==> config.mk <==
export PLATFORM = sky130hd
export DESIGN_NAME = opsparse_decoder
export DESIGN_NICKNAME = d
export VERILOG_FILES = /design/src/rtl/opsparse_pkg.sv /design/src/rtl/opsparse_ctrl.sv /design/src/rtl/opsparse_datapath.sv /design/src/rtl/opsparse_decoder.sv
export SDC_FILE = /design/constraint.sdc
export NUM_CORES = 1
export LEC_CHECK = 0
export ABC_AREA = 1
export ABC_CLOCK_PERIOD_IN_PS = 2850
export BUFFER_PORTS_ARGS = -buffer_cell sky130_fd_sc_hd__buf_2
export CORE_MARGIN = 2
export CORE_UTILIZATION = 35
export DETAILED_ROUTE_END_ITERATION = 12
export PLACE_DENSITY = 0.77
export SLEW_MARGIN = 5
export SYNTH_ARGS = -nofsm -noshare
export SYNTH_HDL_FRONTEND = slang
export SYNTH_SLANG_ARGS = --single-unit
export TNS_END_PERCENT = 50
==> constraint.sdc <==
create_clock -name vclk -period 2.85
set_clock_uncertainty 0.15 [all_clocks]
set_input_delay 0.57 -clock vclk [all_inputs]
set_output_delay 0.57 -clock vclk [all_outputs]
set_load 0.02 [all_outputs]
==> src/rtl/opsparse_pkg.sv <==
package opsparse_pkg;

  localparam int OPC_W = 6;

  typedef enum logic [3:0] {
    ALU_NONE = 4'd0, ALU_ADD = 4'd1, ALU_ADDU = 4'd2, ALU_SUB = 4'd3,
    ALU_SUBU = 4'd4, ALU_AND = 4'd5, ALU_OR = 4'd6, ALU_XOR = 4'd7,
    ALU_SLL = 4'd8, ALU_SLLV = 4'd9, ALU_SRL = 4'd10, ALU_SRLV = 4'd11,
    ALU_SRA = 4'd12, ALU_LDLO = 4'd13
  } aluOp_e;

  typedef enum logic [2:0] {
    BRC_NONE = 3'd0, BRC_ALWAYS = 3'd1, BRC_ZSET = 3'd2, BRC_ZCLR = 3'd3,
    BRC_OSET = 3'd4, BRC_NSET = 3'd5, BRC_NCLR = 3'd6, BRC_RAND = 3'd7
  } brSel_e;

  typedef struct packed {
    aluOp_e alu;
    brSel_e br;
    logic   regWrite;
    logic   dstIsRt;
    logic   memRead;
    logic   memWrite;
    logic   jump;
    logic   immFmt;
    logic   useShamt;
    logic   illegal;
  } ctrlStrb_t;

  localparam logic [OPC_W-1:0] OPC_NOP   = 6'b111111;
  localparam logic [OPC_W-1:0] OPC_ADD   = 6'b111100;
  localparam logic [OPC_W-1:0] OPC_ADDU  = 6'b001100;
  localparam logic [OPC_W-1:0] OPC_SUB   = 6'b111010;
  localparam logic [OPC_W-1:0] OPC_SUBU  = 6'b001010;
  localparam logic [OPC_W-1:0] OPC_SRLA  = 6'b110110;
  localparam logic [OPC_W-1:0] OPC_SRLB  = 6'b101101;
  localparam logic [OPC_W-1:0] OPC_SRLVA = 6'b110101;
  localparam logic [OPC_W-1:0] OPC_SRLVB = 6'b101011;
  localparam logic [OPC_W-1:0] OPC_SLL   = 6'b110011;
  localparam logic [OPC_W-1:0] OPC_SLLV  = 6'b110000;
  localparam logic [OPC_W-1:0] OPC_SRA   = 6'b101110;
  localparam logic [OPC_W-1:0] OPC_AND   = 6'b101000;
  localparam logic [OPC_W-1:0] OPC_OR    = 6'b100111;
  localparam logic [OPC_W-1:0] OPC_XOR   = 6'b100100;
  localparam logic [OPC_W-1:0] OPC_BRA   = 6'b010001;
  localparam logic [OPC_W-1:0] OPC_BNCL  = 6'b010111;
  localparam logic [OPC_W-1:0] OPC_BZST  = 6'b100010;
  localparam logic [OPC_W-1:0] OPC_BOST  = 6'b100001;
  localparam logic [OPC_W-1:0] OPC_BNST  = 6'b011101;
  localparam logic [OPC_W-1:0] OPC_BZCL  = 6'b011110;
  localparam logic [OPC_W-1:0] OPC_BRND  = 6'b011011;
  localparam logic [OPC_W-1:0] OPC_JREG  = 6'b011000;
  localparam logic [OPC_W-1:0] OPC_LDLO  = 6'b010100;
  localparam logic [OPC_W-1:0] OPC_LOAD  = 6'b010010;
  localparam logic [OPC_W-1:0] OPC_STORE = 6'b001111;

endpackage

==> src/rtl/opsparse_ctrl.sv <==
module opsparse_ctrl
  import opsparse_pkg::*;
(
  input  logic [OPC_W-1:0] opcode,
  output ctrlStrb_t        strb
);

  always_comb begin
    strb = '0;
    unique case (opcode)
      OPC_NOP:   ;
      OPC_ADD:   begin strb.alu = ALU_ADD;  strb.regWrite = 1'b1; end
      OPC_ADDU:  begin strb.alu = ALU_ADDU; strb.regWrite = 1'b1; end
      OPC_SUB:   begin strb.alu = ALU_SUB;  strb.regWrite = 1'b1; end
      OPC_SUBU:  begin strb.alu = ALU_SUBU; strb.regWrite = 1'b1; end
      OPC_AND:   begin strb.alu = ALU_AND;  strb.regWrite = 1'b1; end
      OPC_OR:    begin strb.alu = ALU_OR;   strb.regWrite = 1'b1; end
      OPC_XOR:   begin strb.alu = ALU_XOR;  strb.regWrite = 1'b1; end
      OPC_SLLV:  begin strb.alu = ALU_SLLV; strb.regWrite = 1'b1; end
      OPC_SRLVA,
      OPC_SRLVB: begin strb.alu = ALU_SRLV; strb.regWrite = 1'b1; end
      OPC_SLL:   begin strb.alu = ALU_SLL;  strb.regWrite = 1'b1; strb.useShamt = 1'b1; end
      OPC_SRLA,
      OPC_SRLB:  begin strb.alu = ALU_SRL;  strb.regWrite = 1'b1; strb.useShamt = 1'b1; end
      OPC_SRA:   begin strb.alu = ALU_SRA;  strb.regWrite = 1'b1; strb.useShamt = 1'b1; end
      OPC_LDLO:  begin
        strb.alu = ALU_LDLO; strb.regWrite = 1'b1;
        strb.dstIsRt = 1'b1; strb.immFmt = 1'b1;
      end
      OPC_LOAD:  begin strb.memRead = 1'b1; strb.regWrite = 1'b1; end
      OPC_STORE: strb.memWrite = 1'b1;
      OPC_JREG:  strb.jump = 1'b1;
      OPC_BRA:   begin strb.br = BRC_ALWAYS; strb.immFmt = 1'b1; end
      OPC_BZST:  begin strb.br = BRC_ZSET;   strb.immFmt = 1'b1; end
      OPC_BZCL:  begin strb.br = BRC_ZCLR;   strb.immFmt = 1'b1; end
      OPC_BOST:  begin strb.br = BRC_OSET;   strb.immFmt = 1'b1; end
      OPC_BNST:  begin strb.br = BRC_NSET;   strb.immFmt = 1'b1; end
      OPC_BNCL:  begin strb.br = BRC_NCLR;   strb.immFmt = 1'b1; end
      OPC_BRND:  begin strb.br = BRC_RAND;   strb.immFmt = 1'b1; end
      default:   strb.illegal = 1'b1;
    endcase
  end

  // Guards on the strobe set leaving the control path
  always_comb begin
    assert_illegal_quiet_R10: assert (!strb.illegal ||
      (!strb.regWrite && !strb.memRead && !strb.memWrite && !strb.jump &&
       strb.br == BRC_NONE && strb.alu == ALU_NONE))
      else $error("illegal opcode left a strobe active");
    assert_single_effect_R12: assert ($onehot0({strb.memRead, strb.memWrite,
      strb.jump, strb.br != BRC_NONE}))
      else $error("more than one side effect selected");
    assert_shamt_not_imm_R4: assert (!(strb.useShamt && strb.immFmt))
      else $error("shift amount and 16-bit immediate both selected");
  end

endmodule

==> src/rtl/opsparse_datapath.sv <==
module opsparse_datapath
  import opsparse_pkg::*;
#(
  parameter int INSTR_W   = 32,
  parameter int REG_W     = 5,
  parameter int SHAMT_W   = 5,
  parameter int IMM_W     = 16,
  parameter bit ZERO_HARD = 1'b1
) (
  input  logic [INSTR_W-1:0] instrWord,
  input  ctrlStrb_t          strb,
  output logic [REG_W-1:0]   srcAIdx,
  output logic [REG_W-1:0]   srcBIdx,
  output logic [REG_W-1:0]   dstIdx,
  output logic               regWrEn,
  output logic               memRdEn,
  output logic               memWrEn,
  output logic [SHAMT_W-1:0] shiftAmt,
  output logic [IMM_W-1:0]   imm16
);

  localparam int OP_LSB = INSTR_W - OPC_W;
  localparam int RS_LSB = OP_LSB - REG_W;
  localparam int RT_LSB = RS_LSB - REG_W;
  localparam int RD_LSB = RT_LSB - REG_W;
  localparam int SH_LSB = RD_LSB - SHAMT_W;

  logic [REG_W-1:0] rdField;
  logic             wantWrite;

  assign srcAIdx  = instrWord[RS_LSB +: REG_W];
  assign srcBIdx  = instrWord[RT_LSB +: REG_W];
  assign rdField  = instrWord[RD_LSB +: REG_W];
  assign shiftAmt = instrWord[SH_LSB +: SHAMT_W];
  assign imm16    = instrWord[IMM_W-1:0];

  assign dstIdx    = strb.dstIsRt ? srcBIdx : rdField;
  assign wantWrite = strb.regWrite && !strb.illegal;
  assign memRdEn   = strb.memRead && !strb.illegal;
  assign memWrEn   = strb.memWrite && !strb.illegal;

  generate
    if (ZERO_HARD) begin : g_zeroHard
      assign regWrEn = wantWrite && (dstIdx != '0);
    end else begin : g_zeroSoft
      assign regWrEn = wantWrite;
    end
  endgenerate

  always_comb begin
    if (ZERO_HARD) begin
      assert_zero_reg_kept_R11: assert (!(regWrEn && dstIdx == '0))
        else $error("write to register zero enabled");
    end
    assert_store_no_regwr_R8: assert (!(memWrEn && regWrEn))
      else $error("store also writes a register");
  end

endmodule

==> src/rtl/opsparse_decoder.sv <==
module opsparse_decoder
  import opsparse_pkg::*;
#(
  parameter int INSTR_W   = 32,
  parameter int REG_W     = 5,
  parameter int SHAMT_W   = 5,
  parameter int IMM_W     = 16,
  parameter bit ZERO_HARD = 1'b1
) (
  input  logic [INSTR_W-1:0] instrWord,
  output logic [3:0]         aluOp,
  output logic [REG_W-1:0]   srcAIdx,
  output logic [REG_W-1:0]   srcBIdx,
  output logic [REG_W-1:0]   dstIdx,
  output logic               regWrEn,
  output logic               memRdEn,
  output logic               memWrEn,
  output logic [2:0]         branchSel,
  output logic               jumpEn,
  output logic               immFmt,
  output logic               useShamt,
  output logic [SHAMT_W-1:0] shiftAmt,
  output logic [IMM_W-1:0]   imm16,
  output logic               illegalOp
);

  ctrlStrb_t strb;

  opsparse_ctrl u_ctrl (
    .opcode (instrWord[INSTR_W-1 -: OPC_W]),
    .strb   (strb)
  );

  opsparse_datapath #(
    .INSTR_W   (INSTR_W),
    .REG_W     (REG_W),
    .SHAMT_W   (SHAMT_W),
    .IMM_W     (IMM_W),
    .ZERO_HARD (ZERO_HARD)
  ) u_dp (
    .instrWord (instrWord),
    .strb      (strb),
    .srcAIdx   (srcAIdx),
    .srcBIdx   (srcBIdx),
    .dstIdx    (dstIdx),
    .regWrEn   (regWrEn),
    .memRdEn   (memRdEn),
    .memWrEn   (memWrEn),
    .shiftAmt  (shiftAmt),
    .imm16     (imm16)
  );

  assign aluOp     = strb.alu;
  assign branchSel = strb.br;
  assign jumpEn    = strb.jump;
  assign immFmt    = strb.immFmt;
  assign useShamt  = strb.useShamt;
  assign illegalOp = strb.illegal;

  always_comb begin
    assert_illegal_blocks_mem_R10: assert (!(illegalOp && (memRdEn || memWrEn || regWrEn)))
      else $error("illegal opcode reached a write or read port");
  end

endmodule

==> impl_metrics.yaml <==
grt:
  grt_start_max_net_pins: 12
  globalRoute.busiestLayer: "met2"
  grt_pass1_wl_um: 3240
  globalRouteMet2Util_pct: 27.0
  met1_usage_pct: 17.3
  groute.layer.met3.usage_pct: 1.11
  gr-total-overflow: 0
  antenna_found_initial: 0
  grtUsageTotal_pct: 14.2
  first_global_vias: 850
critical_path:
  cp.arrival_ns: 1.84
  worst_path_largest_cell_delay_ns: 0.27
  crit_slowest_cell: "sky130_fd_sc_hd__nor2_2"
  crit_type: "in2out"
  worst_ep_required_time_ns: 2.13
  cp.depth: 8
  startpoint_type: "input pin"
  worstPathCellList: "buf_2 -> nor2_2 -> nand3_2 -> o21ai_1 -> nand2_1 -> nor2_1 -> nor2_1 -> buf_2"
  critPathMaxFanout: 11
  worst-path-buf-inv: 2
  end_kind: "output pin"
  path_delay_family: "simple AND/OR/NAND/NOR gates"
pwr:
  irDropWorstVdd_mv: 0.0568
  power_density_nw_per_um2: 142
  leakage_nw: 0.695
die:
  core_area_sq_um: 2280
  die_height_um: 53.6
  floorplan.io_pins: 82
  floorplan.rows: 17
  die-area_sq_um: 2870
  die_w_um: 53.6
  initial_utilization_pct: 37.8
placed_design:
  final_hpwl_dp_um: 1750
  routabilityCongestion: 0.924
  io_buffer_count: 45
  detailedPlace.worstSlack_ns: 0.305
synth:
  most_area_consuming_cells_after_synthesis: "sky130_fd_sc_hd__buf_4, sky130_fd_sc_hd__nand2_1, sky130_fd_sc_hd__inv_1"
  number_of_standard_cells_after_synthesis: 178
  synth_seq_area_share_pct: 0
  syn_nets: 210
  synth.top_cell.area_share_pct: 27.0
  synth.largest_area_cell: "sky130_fd_sc_hd__buf_4"
  synth.lib_cells_used.distinct: 17
  synthesized_area_divided_by_synthesized_cell_count_sq_um: 4.84
  ys.warnings.count: 0
  synth_area_sq_um: 861
final_layout:
  drive_above_1_share_pct: 26.7
  area_growth_syn_to_layout_pct: 1.89
  antennaDiodeCount: 0
  nClkBuffers: 0
  sequential_cell_area_sq_um: 0
  finalNetCount: 225
  mostFrequentLayoutCells: "sky130_fd_sc_hd__nand2_1, sky130_fd_sc_hd__buf_2, sky130_fd_sc_hd__inv_1"
  fillCellCount: 274
  layout.sequential_cells: 0
  multi_input_comb_area_sq_um: 504
  mostFrequentLayoutCell: "sky130_fd_sc_hd__nand2_1"
route:
  via_count: 1034
  drc: 0
  wire_per_inst_um: 9.34
  post_drt_via_cell_ratio: 4.72
  detailedRoute.firstPassIterationCount: 4
  aggregate_routed_wire_length_um: 2050
  initialDrtViolationCount: 51
  remaining_number_of_nets_flagged_by_the_antenna_check_after_routing: 0
hold_path:
  whs_endpoint: "srcAIdx[4]"
  hold_class: "in2out"
  hold_path_depth: 0
  worst_hold_startpoint: "instrWord[25]"
sta:
  final-max-slew-violation-count: 0
  fmax_mhz: 391
  finalCriticalPeriod_ns: 2.56
  final_hold_viol_count: 0
  setup_tns_ns: 0
  worst_slew_pin_slew_ns: 0.391
  timing.final.setup_violations: 0
  grt_setup_unrepaired: "no"
  layout_worst_path_cycle_share_pct: 89.8
  relSlewSlack_pct: 73.9
  fin_ws_ns: 0.289
run_status:
  status: "finished clean"
flow_run:
  drv_cap: 0
clock_network:
  cts.hold.buffers_added: 0
  postCtsSetupRepairBufs: 0
  cts.repair.resized: 0
through the flow:
step                hold slack, ns  power [mW]  instance area (sq um)  util (%)  std cells
detailed placement           0.990       0.125                    877      38.5        219
CTS                          0.990       0.125                    877      38.5        219
global route                 0.990       0.138                    877      38.5        219
floorplan                     1.07       0.131                    861         -        178
finish                       0.990       0.124                    877      38.5        219
global placement             0.990       0.125                    877      38.5        219
synthesized netlist by cell type:
cell	instances
sky130_fd_sc_hd__nor2_1	28
sky130_fd_sc_hd__buf_4	31
sky130_fd_sc_hd__nor2_2	2
sky130_fd_sc_hd__nor3_1	2
sky130_fd_sc_hd__nand3_1	21
sky130_fd_sc_hd__inv_1	29
sky130_fd_sc_hd__nor2_4	1
sky130_fd_sc_hd__o21ai_1	1
sky130_fd_sc_hd__nand3b_1	1
sky130_fd_sc_hd__o21ai_0	1
sky130_fd_sc_hd__o21ai_2	1
sky130_fd_sc_hd__inv_2	1
sky130_fd_sc_hd__o2111ai_1	1
sky130_fd_sc_hd__nand4_1	2
sky130_fd_sc_hd__nand2_1	54
sky130_fd_sc_hd__buf_6	1
sky130_fd_sc_hd__nand3_2	1
cell type report:
type	instances	area share, %
multi-input cells	116	57.5
repair buffers	45	25.7
well taps	28	3.99
inverters	30	12.8
layer usage:
layer,wire (um),vias to the layer above
met3,177,5
met5,0,-
met4,20,0
met1,906,440
met2,942,49
li1,-,540
how the worst max path moves through the flow:
stage | end | from | slack, ns
2_1_floorplan | illegalOp | instrWord[29] | 0.59
3_3_place_gp | illegalOp | instrWord[29] | 0.37
3_5_place_dp | regWrEn | instrWord[30] | 0.31
4_1_cts | regWrEn | instrWord[30] | 0.30
5_1_grt | regWrEn | instrWord[27] | 0.14
6_report | regWrEn | instrWord[27] | 0.29
report_power, final:
part / total [mW] / switching (mW) / leakage [nW] / internal, mW
Sequential: 0 / 0 / 0 / 0
Clock: 0 / 0 / 0 / 0
Combinational: 0.124 / 0.0837 / 0.695 / 0.0407
Total: 0.124 / 0.0837 / 0.695 / 0.0407
cells by family (layout without fill, tap and decap cells):
logic type,count (synthesis),after routing,synth area share (%)
compound gates,4,4,3.20
simple gates,112,112,55.4
buf+inv,62,75,41.4
No activity file was read; power rests on OpenSTA's default activity.
